`src/rtl/pfc_seq_pkg.sv`:
```
package pfc_seq_pkg;
  typedef enum logic [1:0] {
    MODE_STARTUP = 2'b00,
    MODE_NORMAL  = 2'b01,
    MODE_BURST   = 2'b10
  } pfc_mode_e;
endpackage

```
`src/rtl/pfc_mode_fsm.sv`:
```
module pfc_mode_fsm
  import pfc_seq_pkg::*;
#(
  parameter int unsigned FB_W     = 8,
  parameter int unsigned NORM_PCT = 99,
  parameter int unsigned UV_PCT   = 90,
  parameter int unsigned LIGHT_PCT = 5,
  parameter int unsigned BURST_MS = 10
) (
  input  logic            clk,
  input  logic            rst_n,
  input  logic            ms_tick_i,
  input  logic [FB_W-1:0] fb_i,
  input  logic [FB_W-1:0] pwr_i,
  output pfc_mode_e       mode_o,
  output logic            skip_o
);
  localparam logic [FB_W-1:0] NORM_C  = FB_W'(NORM_PCT);
  localparam logic [FB_W-1:0] UV_C    = FB_W'(UV_PCT);
  localparam logic [FB_W-1:0] LIGHT_C = FB_W'(LIGHT_PCT);
  localparam int unsigned     BCW     = $clog2(BURST_MS + 1);
  localparam logic [BCW-1:0]  BLAST_C = BCW'(BURST_MS - 1);

  pfc_mode_e      mode_q, mode_d;
  logic [BCW-1:0] bcnt_q;
  logic           skip_q;

  always_comb begin
    mode_d = mode_q;
    unique case (mode_q)
      MODE_STARTUP: if (fb_i >= NORM_C) mode_d = MODE_NORMAL;
      MODE_NORMAL: begin
        if (fb_i < UV_C)            mode_d = MODE_STARTUP;
        else if (pwr_i < LIGHT_C)   mode_d = MODE_BURST;
      end
      MODE_BURST: begin
        if (fb_i < UV_C)            mode_d = MODE_STARTUP;
        else if (pwr_i >= LIGHT_C)  mode_d = MODE_NORMAL;
      end
      default: mode_d = MODE_STARTUP;
    endcase
  end

  always_ff @(posedge clk or negedge rst_n) begin
    if (!rst_n) begin
      mode_q <= MODE_STARTUP;
      bcnt_q <= '0;
      skip_q <= 1'b0;
    end else begin
      mode_q <= mode_d;
      if (mode_d != MODE_BURST) begin
        bcnt_q <= '0;
        skip_q <= 1'b0;
      end else if (mode_q != MODE_BURST) begin
        bcnt_q <= '0;
        skip_q <= 1'b1;
      end else if (ms_tick_i) begin
        if (bcnt_q == BLAST_C) begin
          bcnt_q <= '0;
          skip_q <= ~skip_q;
        end else begin
          bcnt_q <= bcnt_q + 1'b1;
        end
      end
    end
  end

  assign mode_o = mode_q;
  assign skip_o = skip_q;


  startup_hold_chk: assert property (@(posedge clk) disable iff (!rst_n)
    (mode_q == MODE_STARTUP && fb_i < NORM_C) |=> (mode_q == MODE_STARTUP));

  uv_return_chk: assert property (@(posedge clk) disable iff (!rst_n)
    (mode_q != MODE_STARTUP && fb_i < UV_C) |=> (mode_q == MODE_STARTUP));

  burst_entry_chk: assert property (@(posedge clk) disable iff (!rst_n)
    (mode_q == MODE_NORMAL && fb_i >= UV_C && pwr_i < LIGHT_C)
      |=> (mode_q == MODE_BURST && skip_q));

  skip_mode_chk: assert property (@(posedge clk) disable iff (!rst_n)
    skip_q |-> (mode_q == MODE_BURST));
endmodule

```
`src/rtl/pfc_opw_hiccup.sv`:
```
module pfc_opw_hiccup #(
  parameter int unsigned FB_W       = 8,
  parameter int unsigned OPW_ON_PCT = 125,
  parameter int unsigned OPW_OFF_PCT = 120,
  parameter int unsigned OPW_MS     = 112,
  parameter int unsigned HICCUP_MS  = 3000
) (
  input  logic            clk,
  input  logic            rst_n,
  input  logic            ms_tick_i,
  input  logic [FB_W-1:0] pwr_i,
  output logic            hiccup_o
);
  localparam logic [FB_W-1:0] ON_C  = FB_W'(OPW_ON_PCT);
  localparam logic [FB_W-1:0] OFF_C = FB_W'(OPW_OFF_PCT);
  localparam int unsigned     FW    = $clog2(OPW_MS + 1);
  localparam int unsigned     HW    = $clog2(HICCUP_MS + 1);
  localparam logic [FW-1:0]   FLAST = FW'(OPW_MS - 1);
  localparam logic [HW-1:0]   HLAST = HW'(HICCUP_MS - 1);

  logic          opw_q, hic_q;
  logic [FW-1:0] fcnt_q;
  logic [HW-1:0] hcnt_q;

  always_ff @(posedge clk or negedge rst_n) begin
    if (!rst_n) begin
      opw_q  <= 1'b0;
      hic_q  <= 1'b0;
      fcnt_q <= '0;
      hcnt_q <= '0;
    end else begin
      if (pwr_i >= ON_C)     opw_q <= 1'b1;
      else if (pwr_i < OFF_C) opw_q <= 1'b0;

      if (hic_q) begin
        fcnt_q <= '0;
        if (ms_tick_i) begin
          if (hcnt_q == HLAST) begin
            hcnt_q <= '0;
            hic_q  <= 1'b0;
          end else begin
            hcnt_q <= hcnt_q + 1'b1;
          end
        end
      end else if (!opw_q) begin
        fcnt_q <= '0;
      end else if (ms_tick_i) begin
        if (fcnt_q == FLAST) begin
          fcnt_q <= '0;
          hic_q  <= 1'b1;
        end else begin
          fcnt_q <= fcnt_q + 1'b1;
        end
      end
    end
  end

  assign hiccup_o = hic_q;


  hiccup_cause_chk: assert property (@(posedge clk) disable iff (!rst_n)
    $rose(hic_q) |-> $past(opw_q && ms_tick_i));

  opw_set_chk: assert property (@(posedge clk) disable iff (!rst_n)
    (pwr_i >= ON_C) |=> opw_q);

  timer_clear_chk: assert property (@(posedge clk) disable iff (!rst_n)
    (!opw_q && !hic_q) |=> (fcnt_q == '0));
endmodule

```
`src/rtl/pfc_therm_hold.sv`:
```
module pfc_therm_hold #(
  parameter int unsigned TEMP_CLR_MS = 16
) (
  input  logic clk,
  input  logic rst_n,
  input  logic ms_tick_i,
  input  logic ot_i,
  output logic hold_o
);
  localparam int unsigned   TW    = $clog2(TEMP_CLR_MS + 1);
  localparam logic [TW-1:0] TLAST = TW'(TEMP_CLR_MS - 1);

  logic          hold_q;
  logic [TW-1:0] cnt_q;

  always_ff @(posedge clk or negedge rst_n) begin
    if (!rst_n) begin
      hold_q <= 1'b0;
      cnt_q  <= '0;
    end else if (ot_i) begin
      hold_q <= 1'b1;
      cnt_q  <= '0;
    end else if (hold_q && ms_tick_i) begin
      if (cnt_q == TLAST) begin
        hold_q <= 1'b0;
        cnt_q  <= '0;
      end else begin
        cnt_q <= cnt_q + 1'b1;
      end
    end
  end

  assign hold_o = hold_q;


  therm_set_chk: assert property (@(posedge clk) disable iff (!rst_n)
    ot_i |=> hold_q);

  therm_release_chk: assert property (@(posedge clk) disable iff (!rst_n)
    $fell(hold_q) |-> $past(ms_tick_i && !ot_i));
endmodule

```
`src/rtl/pfc_mode_seq.sv`:
```
module pfc_mode_seq
  import pfc_seq_pkg::*;
#(
  parameter int unsigned FB_W        = 8,
  parameter int unsigned NORM_PCT    = 99,
  parameter int unsigned UV_PCT      = 90,
  parameter int unsigned LIGHT_PCT   = 5,
  parameter int unsigned OV_ON_PCT   = 108,
  parameter int unsigned OV_OFF_PCT  = 101,
  parameter int unsigned OPW_ON_PCT  = 125,
  parameter int unsigned OPW_OFF_PCT = 120,
  parameter int unsigned BURST_MS    = 10,
  parameter int unsigned OPW_MS      = 112,
  parameter int unsigned HICCUP_MS   = 3000,
  parameter int unsigned TEMP_CLR_MS = 16
) (
  input  logic            clk,
  input  logic            rst_n,
  input  logic            ms_tick_i,
  input  logic [FB_W-1:0] fb_i,
  input  logic [FB_W-1:0] pwr_i,
  input  logic            ot_i,
  input  logic            stby_n_i,
  output logic [1:0]      mode_o,
  output logic            gate_en_o,
  output logic            burst_skip_o
);
  localparam logic [FB_W-1:0] OV_ON_C  = FB_W'(OV_ON_PCT);
  localparam logic [FB_W-1:0] OV_OFF_C = FB_W'(OV_OFF_PCT);

  pfc_mode_e mode_w;
  logic      skip_w, hiccup_w, therm_w;
  logic      ovp_q, run_q;

  pfc_mode_fsm #(
    .FB_W(FB_W), .NORM_PCT(NORM_PCT), .UV_PCT(UV_PCT),
    .LIGHT_PCT(LIGHT_PCT), .BURST_MS(BURST_MS)
  ) u_mode (
    .clk(clk), .rst_n(rst_n), .ms_tick_i(ms_tick_i),
    .fb_i(fb_i), .pwr_i(pwr_i), .mode_o(mode_w), .skip_o(skip_w)
  );

  pfc_opw_hiccup #(
    .FB_W(FB_W), .OPW_ON_PCT(OPW_ON_PCT), .OPW_OFF_PCT(OPW_OFF_PCT),
    .OPW_MS(OPW_MS), .HICCUP_MS(HICCUP_MS)
  ) u_opw (
    .clk(clk), .rst_n(rst_n), .ms_tick_i(ms_tick_i),
    .pwr_i(pwr_i), .hiccup_o(hiccup_w)
  );

  pfc_therm_hold #(
    .TEMP_CLR_MS(TEMP_CLR_MS)
  ) u_therm (
    .clk(clk), .rst_n(rst_n), .ms_tick_i(ms_tick_i),
    .ot_i(ot_i), .hold_o(therm_w)
  );

  always_ff @(posedge clk or negedge rst_n) begin
    if (!rst_n) begin
      ovp_q <= 1'b0;
      run_q <= 1'b0;
    end else begin
      run_q <= stby_n_i;
      if (fb_i > OV_ON_C)        ovp_q <= 1'b1;
      else if (fb_i <= OV_OFF_C) ovp_q <= 1'b0;
    end
  end

  assign mode_o       = mode_w;
  assign burst_skip_o = skip_w;
  assign gate_en_o    = run_q & ~therm_w & ~ovp_q & ~hiccup_w & ~skip_w;


  stby_off_chk: assert property (@(posedge clk) disable iff (!rst_n)
    !stby_n_i |=> !gate_en_o);

  ovp_off_chk: assert property (@(posedge clk) disable iff (!rst_n)
    (fb_i > OV_ON_C) |=> !gate_en_o);

  skip_gate_chk: assert property (@(posedge clk) disable iff (!rst_n)
    burst_skip_o |-> !gate_en_o);

  stby_mode_chk: assert property (@(posedge clk) disable iff (!rst_n)
    (!stby_n_i && mode_o == 2'b00 && fb_i < FB_W'(NORM_PCT)) |=> (mode_o == 2'b00));
endmodule

```
`config.mk`:
```
export PLATFORM = sky130hd
export DESIGN_NAME = pfc_mode_seq
export DESIGN_NICKNAME = d
export VERILOG_FILES = /design/src/rtl/pfc_seq_pkg.sv /design/src/rtl/pfc_mode_fsm.sv /design/src/rtl/pfc_opw_hiccup.sv /design/src/rtl/pfc_therm_hold.sv /design/src/rtl/pfc_mode_seq.sv
export SDC_FILE = /design/constraint.sdc
export NUM_CORES = 1
export LEC_CHECK = 0
export BUFFER_PORTS_ARGS = -buffer_cell sky130_fd_sc_hd__buf_4
export CORE_ASPECT_RATIO = 0.9
export CORE_MARGIN = 10
export CORE_UTILIZATION = 51
export CTS_CLUSTER_DIAMETER = 80
export DETAILED_ROUTE_END_ITERATION = 16
export PLACE_DENSITY_LB_ADDON = 0.05
export SLEW_MARGIN = 20
export SYNTH_ARGS = -nofsm -noshare
export SYNTH_HDL_FRONTEND = slang
export SYNTH_SLANG_ARGS = --single-unit
```
`constraint.sdc`:
```
create_clock -name clk -period 1.6 [get_ports clk]
set_input_delay 0.08 -clock clk [delete_from_list [all_inputs] [get_ports clk]]
set_output_delay 0.08 -clock clk [all_outputs]
set_load 0.03 [all_outputs]
```
## Word level (Yosys, flattened, before mapping)

Index checks and enable logic that the tools add are counted.
W data, S select, Z words.

| word-level totals | value |
|---|---|
| register bits after elaboration | 36 |
| output and inout bits | 4 |
| logic and storage cells | 86 |

| operators by class | value |
|---|---|
| add/subtract/negate cells | 4 |
| $lt $le $gt $ge | 8 |
| eq/ne operators | 9 |
| muxes and demuxes | 35 |
| bitwise operators | 8 |
| reductions and logical operators | 11 |

Operators by type and width:

| operator | count |
|---|---|
| $mux W7 | 4 |
| $mux W1 | 17 |
| $ge A8 B7 Y1 const B | 2 |
| $lt A8 B7 Y1 const B | 2 |
| $mux W4 | 4 |
| $mux W5 | 3 |
| $add A12 B1 Y12 const B | 1 |
| $eq A12 B12 Y1 const B | 1 |
| $mux W12 | 1 |
| $mux W2 | 5 |
| $ge A8 B3 Y1 const B | 1 |
| $gt A8 B7 Y1 const B | 1 |
| $le A8 B7 Y1 const B | 1 |
| $lt A8 B3 Y1 const B | 1 |
| $reduce_bool A2 Y1 | 4 |
| $add A7 B1 Y7 const B | 1 |
| $eq A7 B7 Y1 const B | 1 |
| $pmux W2 S3 | 1 |
| $reduce_and A2 Y1 | 3 |
| $reduce_bool A3 Y1 | 2 |
| $add A5 B1 Y5 const B | 1 |
| $eq A5 B4 Y1 const B | 1 |
| $add A4 B1 Y4 const B | 1 |
| $and A1 B1 Y1 | 4 |
| other kinds (8) | 12 |

## Logic depth before layout (Yosys ltp)

| logic depth | value |
|---|---|
| depth in word-level cells | 7 |
| mapped depth | 6 |
| mapped depth without buffers | 6 |

## Hierarchy

From an unflattened synthesis, not the netlist that was laid out.

| second synthesis, totals | value |
|---|---|
| cells, all modules | 192 |
| area, all modules | 1,918.1 sq um |

By module, submodules not included:

| module | instances | cells an instance | area each (sq um) |
|---|---|---|---|
| pfc_opw_hiccup | 1 | 106 | 1,061.0 |
| pfc_mode_fsm | 1 | 49 | 470.5 |
| pfc_therm_hold | 1 | 29 | 289.0 |
| pfc_mode_seq | 1 | 8 | 97.6 |

## Worst setup path after synthesis

Ideal clock, no wire load.

| timing | value |
|---|---|
| path kind | reg2reg |
| start point | register u_opw.hcnt_q[0] |
| end point | register u_opw.hcnt_q[5] |
| library setup time | 126 ps |
| data arrival time | 1,414 ps |
| required time | 1,474 ps |
| slack | 60 ps |
| stages on the path, launching flop included | 6 |
| buffers on the path | 0 |
| period minus slack after synthesis | 1,540 ps |
| path through | dfrtp_1 ha_1 nand4_1 or4_4 a21oi_2 a21oi_1 |

| between the ends | value |
|---|---|
| cells in the longest elaborated chain, start to end | 2 |
| elaborated cells between the ends (all ways) | 3 |
| those cells by class | add/sub (1); eq/ne (1); mux (1) |

Ends and longest elaborated chain:

| item | RTL line | source |
|---|---|---|
| start: declaration | pfc_opw_hiccup.sv:23 | `logic [HW-1:0] hcnt_q;` |
| start signal: assignment | pfc_opw_hiccup.sv:42 | `hcnt_q <= hcnt_q + 1'b1;` |
| $add A12 B1 Y12 or $eq A12 B12 Y1 (tied branches) | pfc_opw_hiccup.sv:42, pfc_opw_hiccup.sv:38 |  |
| $mux W12 * | pfc_opw_hiccup.sv:38 | `if (hcnt_q == HLAST) begin` |

Every way passes the cells marked *; elsewhere a longest branch is shown, timed or not.
A chain may end at the register's enable or synchronous reset.

## Final worst setup path

Same ends and word-level chain as after synthesis.

==> results.txt <==
The flow ran to the end, and the final reports show no timing, DRC or antenna violations. At the later pin of the worst-skew pair, clock insertion delay measures 0.29 ns. The combinational group share of total power is 0.102. In this run the critical register-to-register path is captured at u_opw.hcnt_q[5]. The run gives 0.403 as the fraction of power consumed by the clock network.

Predominant post-synthesis flop cell: dfrtp_1. The run gives 0.701 as the worst-case headroom to the max-slew limit. The final layout contains 268 nets. Synthesis handed over a netlist of 206 instances. For the starting utilization of the core area, the log shows 0.524. For the number of slew-limit violations in the final report, the log shows 0. By area the synthesized netlist is led by dfrtp_1 47%, nand2_1 5.6%, nand3_1 3.4%. At the end of routability-driven placement, the weighted congestion stood at 0.838. Netlist area before placement: 1930 sq um. The clock tree synthesis step divided the H-tree into 2 levels. The switching power share of the total is 0.233. The run gives 0.06 ns as the setup slack of the worst register-to-register path. Number of enable flip-flop cells after synthesis: 0.

The total core area was 3680 sq um. The cell-internal power was 0.00149 W; the required time of the critical path was 1.77 ns. The growth of design area from synthesis to finish was 21.8%. The sum of overflow across all layers after global routing was 0. The number of buffers added on ports works out to 24. The tightest min-delay check is of the in -> reg type. The pin count of the biggest net entering global routing was 37. The tools report the number of hold-slack violations in the final timing report as 0. For this run, the number of Yosys warnings is 0. Final-layout fill cell count: 311. The share of the synthesized area in the top cell type was 0.467. Max-cap violations in this run came to 0. The top-level I/O count was 25; the largest fanout on the critical path was 4.

The power share of the sequential group came out at 0.495. In this run, CTS created clock tree buffers numbering 5. After detailed routing, the average wire length per cell comes to 13.8 microns. The design draws 0.00194 W.

The die boundary height was 78.3 microns. The commonest cells after synthesis are 36 x dfrtp_1, 29 x nand2_1, 14 x nor2_1. In this run the worst setup path begins at u_opw.hcnt_q[0]. The logs give 0.123 for the global router's overall resource usage and 0.00802 ns for the worst hold margin.

The x dimension of the die was 84.8 microns. After clock tree synthesis, the clock-pin slew on the worst setup and hold paths is 0.08 ns. The tools report the number of placement rows as 21. The worst setup path endpoint is u_opw.hcnt_q[5]. Setup total negative slack on the finished layout was measured at 0 ns. In this run the most critical hold path is launched from pwr_i[7]. Clock tree synthesis found a total of 36 sinks. The cell sitting at the root of the clock tree is a clkbuf_8. The minimum period implied by the final worst setup slack was 1.54 ns; the worst path arrival time was 1.71 ns. Slew at the pin with the worst max-slew slack: 0.448 ns. The sequential share of the synthesized area came out at 0.467. Setup repair after global routing left no endpoint under its margin. The first global-routing pass estimated 7070 microns of wire. The logs give 2 for the worst-case clock buffer depth and 48 for the count of distinct cell types in the synthesized netlist. The floorplan step defined a die boundary enclosing 6640 sq um.

On the final layout, the worst clock skew is 0.0116 ns. The fraction of layout cells with a size suffix above 1 works out to 0.193. Static timing analysis puts the maximum clock frequency at 651 MHz.

The synthesized design contains 36 register bits. For the HPWL reported at the end of detailed placement, the log shows 3020 microns. The ratio of final minimum period to clock period is 0.961.

TritonCTS built the clock tree. The tools report the area of all placed cells without fillers as 2350 sq um. The run gives 1685 as the number of global-route vias before repair.

The first-pass detailed-route iteration total was 4; the number of remaining DRC errors was 0. The core occupancy in the finished layout is 0.638, and the ratio of routed vias to standard cells is 5.80. The setup violation total in the final timing report was 0; the standby leakage power was 1.06 nW. The run gives 114 as the count of routing violations after the opening detailed-route iteration. The run gives 574 uV as the maximum vdd ir drop. The worst setup path is launched from a flip-flop. The tools report the diode insertion count for antenna repair as 0. The worst reg2reg path depth is 5, and the number of nets with antenna violations after routing is 0. Top cell type by total area after synthesis: dfrtp_1. After detailed routing, the total wire length is 4000 microns. The vias after detailed routing was 1677; the reported net switching power was 0.000452 W. The number of nets in the synthesized netlist is 232. STA classifies the critical path endpoint as a flip-flop. The beginning of the worst register-to-register path was u_opw.hcnt_q[0].

The power per cell area is 825 nW/um^2, and the total cell area at the placement stage is 2180 sq um. The initial antenna violation count was 0. The average cell area after synthesis is 9.36 sq um, and the share of synthesized registers carrying an async set or reset is 1.00. Among all cell types in the netlist, the one instantiated most often is dfrtp_1. The setup path with the least slack is of type reg -> reg.
## critical path: stages, from the launching register on
cell and delay (ns):
dfrtp_1 0.40, ha_4 0.17, nand4_1 0.10, or4_4 0.53, a21oi_2 0.15, a21oi_1 0.07
## stage by stage
step	worst slack (ns)	std cells
after floorplan	0.0601	206
after global placement	0.0677	277
after detailed placement	0.0331	277
after CTS	0.0241	288
after global routing	0.0111	289
final	0.0631	289
## power groups by stage
stage | clock network, W | registers, W | logic [W]
after floorplan | 0 | 0.000990 | 0.0000790
after global placement | 0 | 0.000975 | 0.000186
after detailed placement | 0 | 0.000977 | 0.000193
after CTS | 0.000797 | 0.000959 | 0.000200
after global routing | 0.000830 | 0.000964 | 0.000220
final | 0.000781 | 0.000960 | 0.000197
## placed cells by master, fill, tap and decap left out, drive strengths merged, types with 2 or more instances in the layout
master / n
and4b: 2
a21o: 2
nor3b: 2
ha: 5
nor2b: 3
nand3b: 3
a21oi: 12
a21boi: 2
nor2: 14
o31ai: 3
and4: 2
nand2b: 4
and3: 5
nand3: 13
buf: 30
mux2i: 2
nor3: 4
nor4: 4
o21ai: 10
xnor2: 5
or4: 2
nand2: 29
xor2: 3
or2: 2
nand4: 8
dfrtp: 36
a31oi: 2
o21bai: 2
a311oi: 2
dlygate4sd3: 3
clkbuf: 6
mux2: 2
inv: 6
## repair_timing
item / in CTS / in global routing
hold endpoints to repair: 39 / 0
resized for setup: 0 / 3
setup endpoints to repair: 0 / 7
setup buffers: 0 / 1
hold buffers: 3 / 0
## logic make-up (layout without fill, tap and decap cells)
kind of cell / count (synthesis) / count (layout) / share of synthesized area
and+or+nand+nor: 100 / 100 / 0.273
AOI/OAI and AO/OA: 43 / 43 / 0.148
DFF: 36 / 36 / 0.467
buffers and inverters: 10 / 47 / 0.0214
xor gates and xnor gates: 8 / 8 / 0.0363
adders and majority gates: 5 / 5 / 0.0324
muxes: 4 / 4 / 0.0221
## how the worst min path moves through the flow
stage,end,slack (ns),cells after the start
6_report,u_opw.opw_q,0.008,2
4_1_cts,u_opw.opw_q,0.0002,2
3_5_place_dp,u_opw.fcnt_q[6],0.06,1
5_1_grt,ovp_q,0.01,2
3_3_place_gp,u_opw.fcnt_q[4],0.06,1
2_1_floorplan,ovp_q,-0.22,0
## flip-flops by register name (all words and copies together) (netlist names)
name / count
u_mode.bcnt_q: 4
u_therm.cnt_q: 5
u_opw.fcnt_q: 7
run_q: 1
u_opw.opw_q: 1
u_opw.hiccup_o: 1
u_mode.skip_o: 1
u_therm.hold_o: 1
u_opw.hcnt_q: 12
u_mode.mode_o: 2
ovp_q: 1
## final cells by class
cell class / instances / area (sq um) / area share
clock buffers: 6 / 72.6 / 0.0309
repair buffers: 33 / 255 / 0.109
inverters: 6 / 22.5 / 0.00959
flip-flops and latches: 36 / 901 / 0.384
clock inverters: 2 / 35.0 / 0.0149
well taps: 46 / 57.6 / 0.0245
multi-input cells: 160 / 1000 / 0.428
## routing by layer
metal,up-vias,global-route usage,routed length (microns)
met5,-,0,0
met4,0,0.0493,40
met3,5,0.0402,223
met2,43,0.189,1750
met1,801,0.156,1990
li1,828,-,-
(Power assumes the default switching activity.)
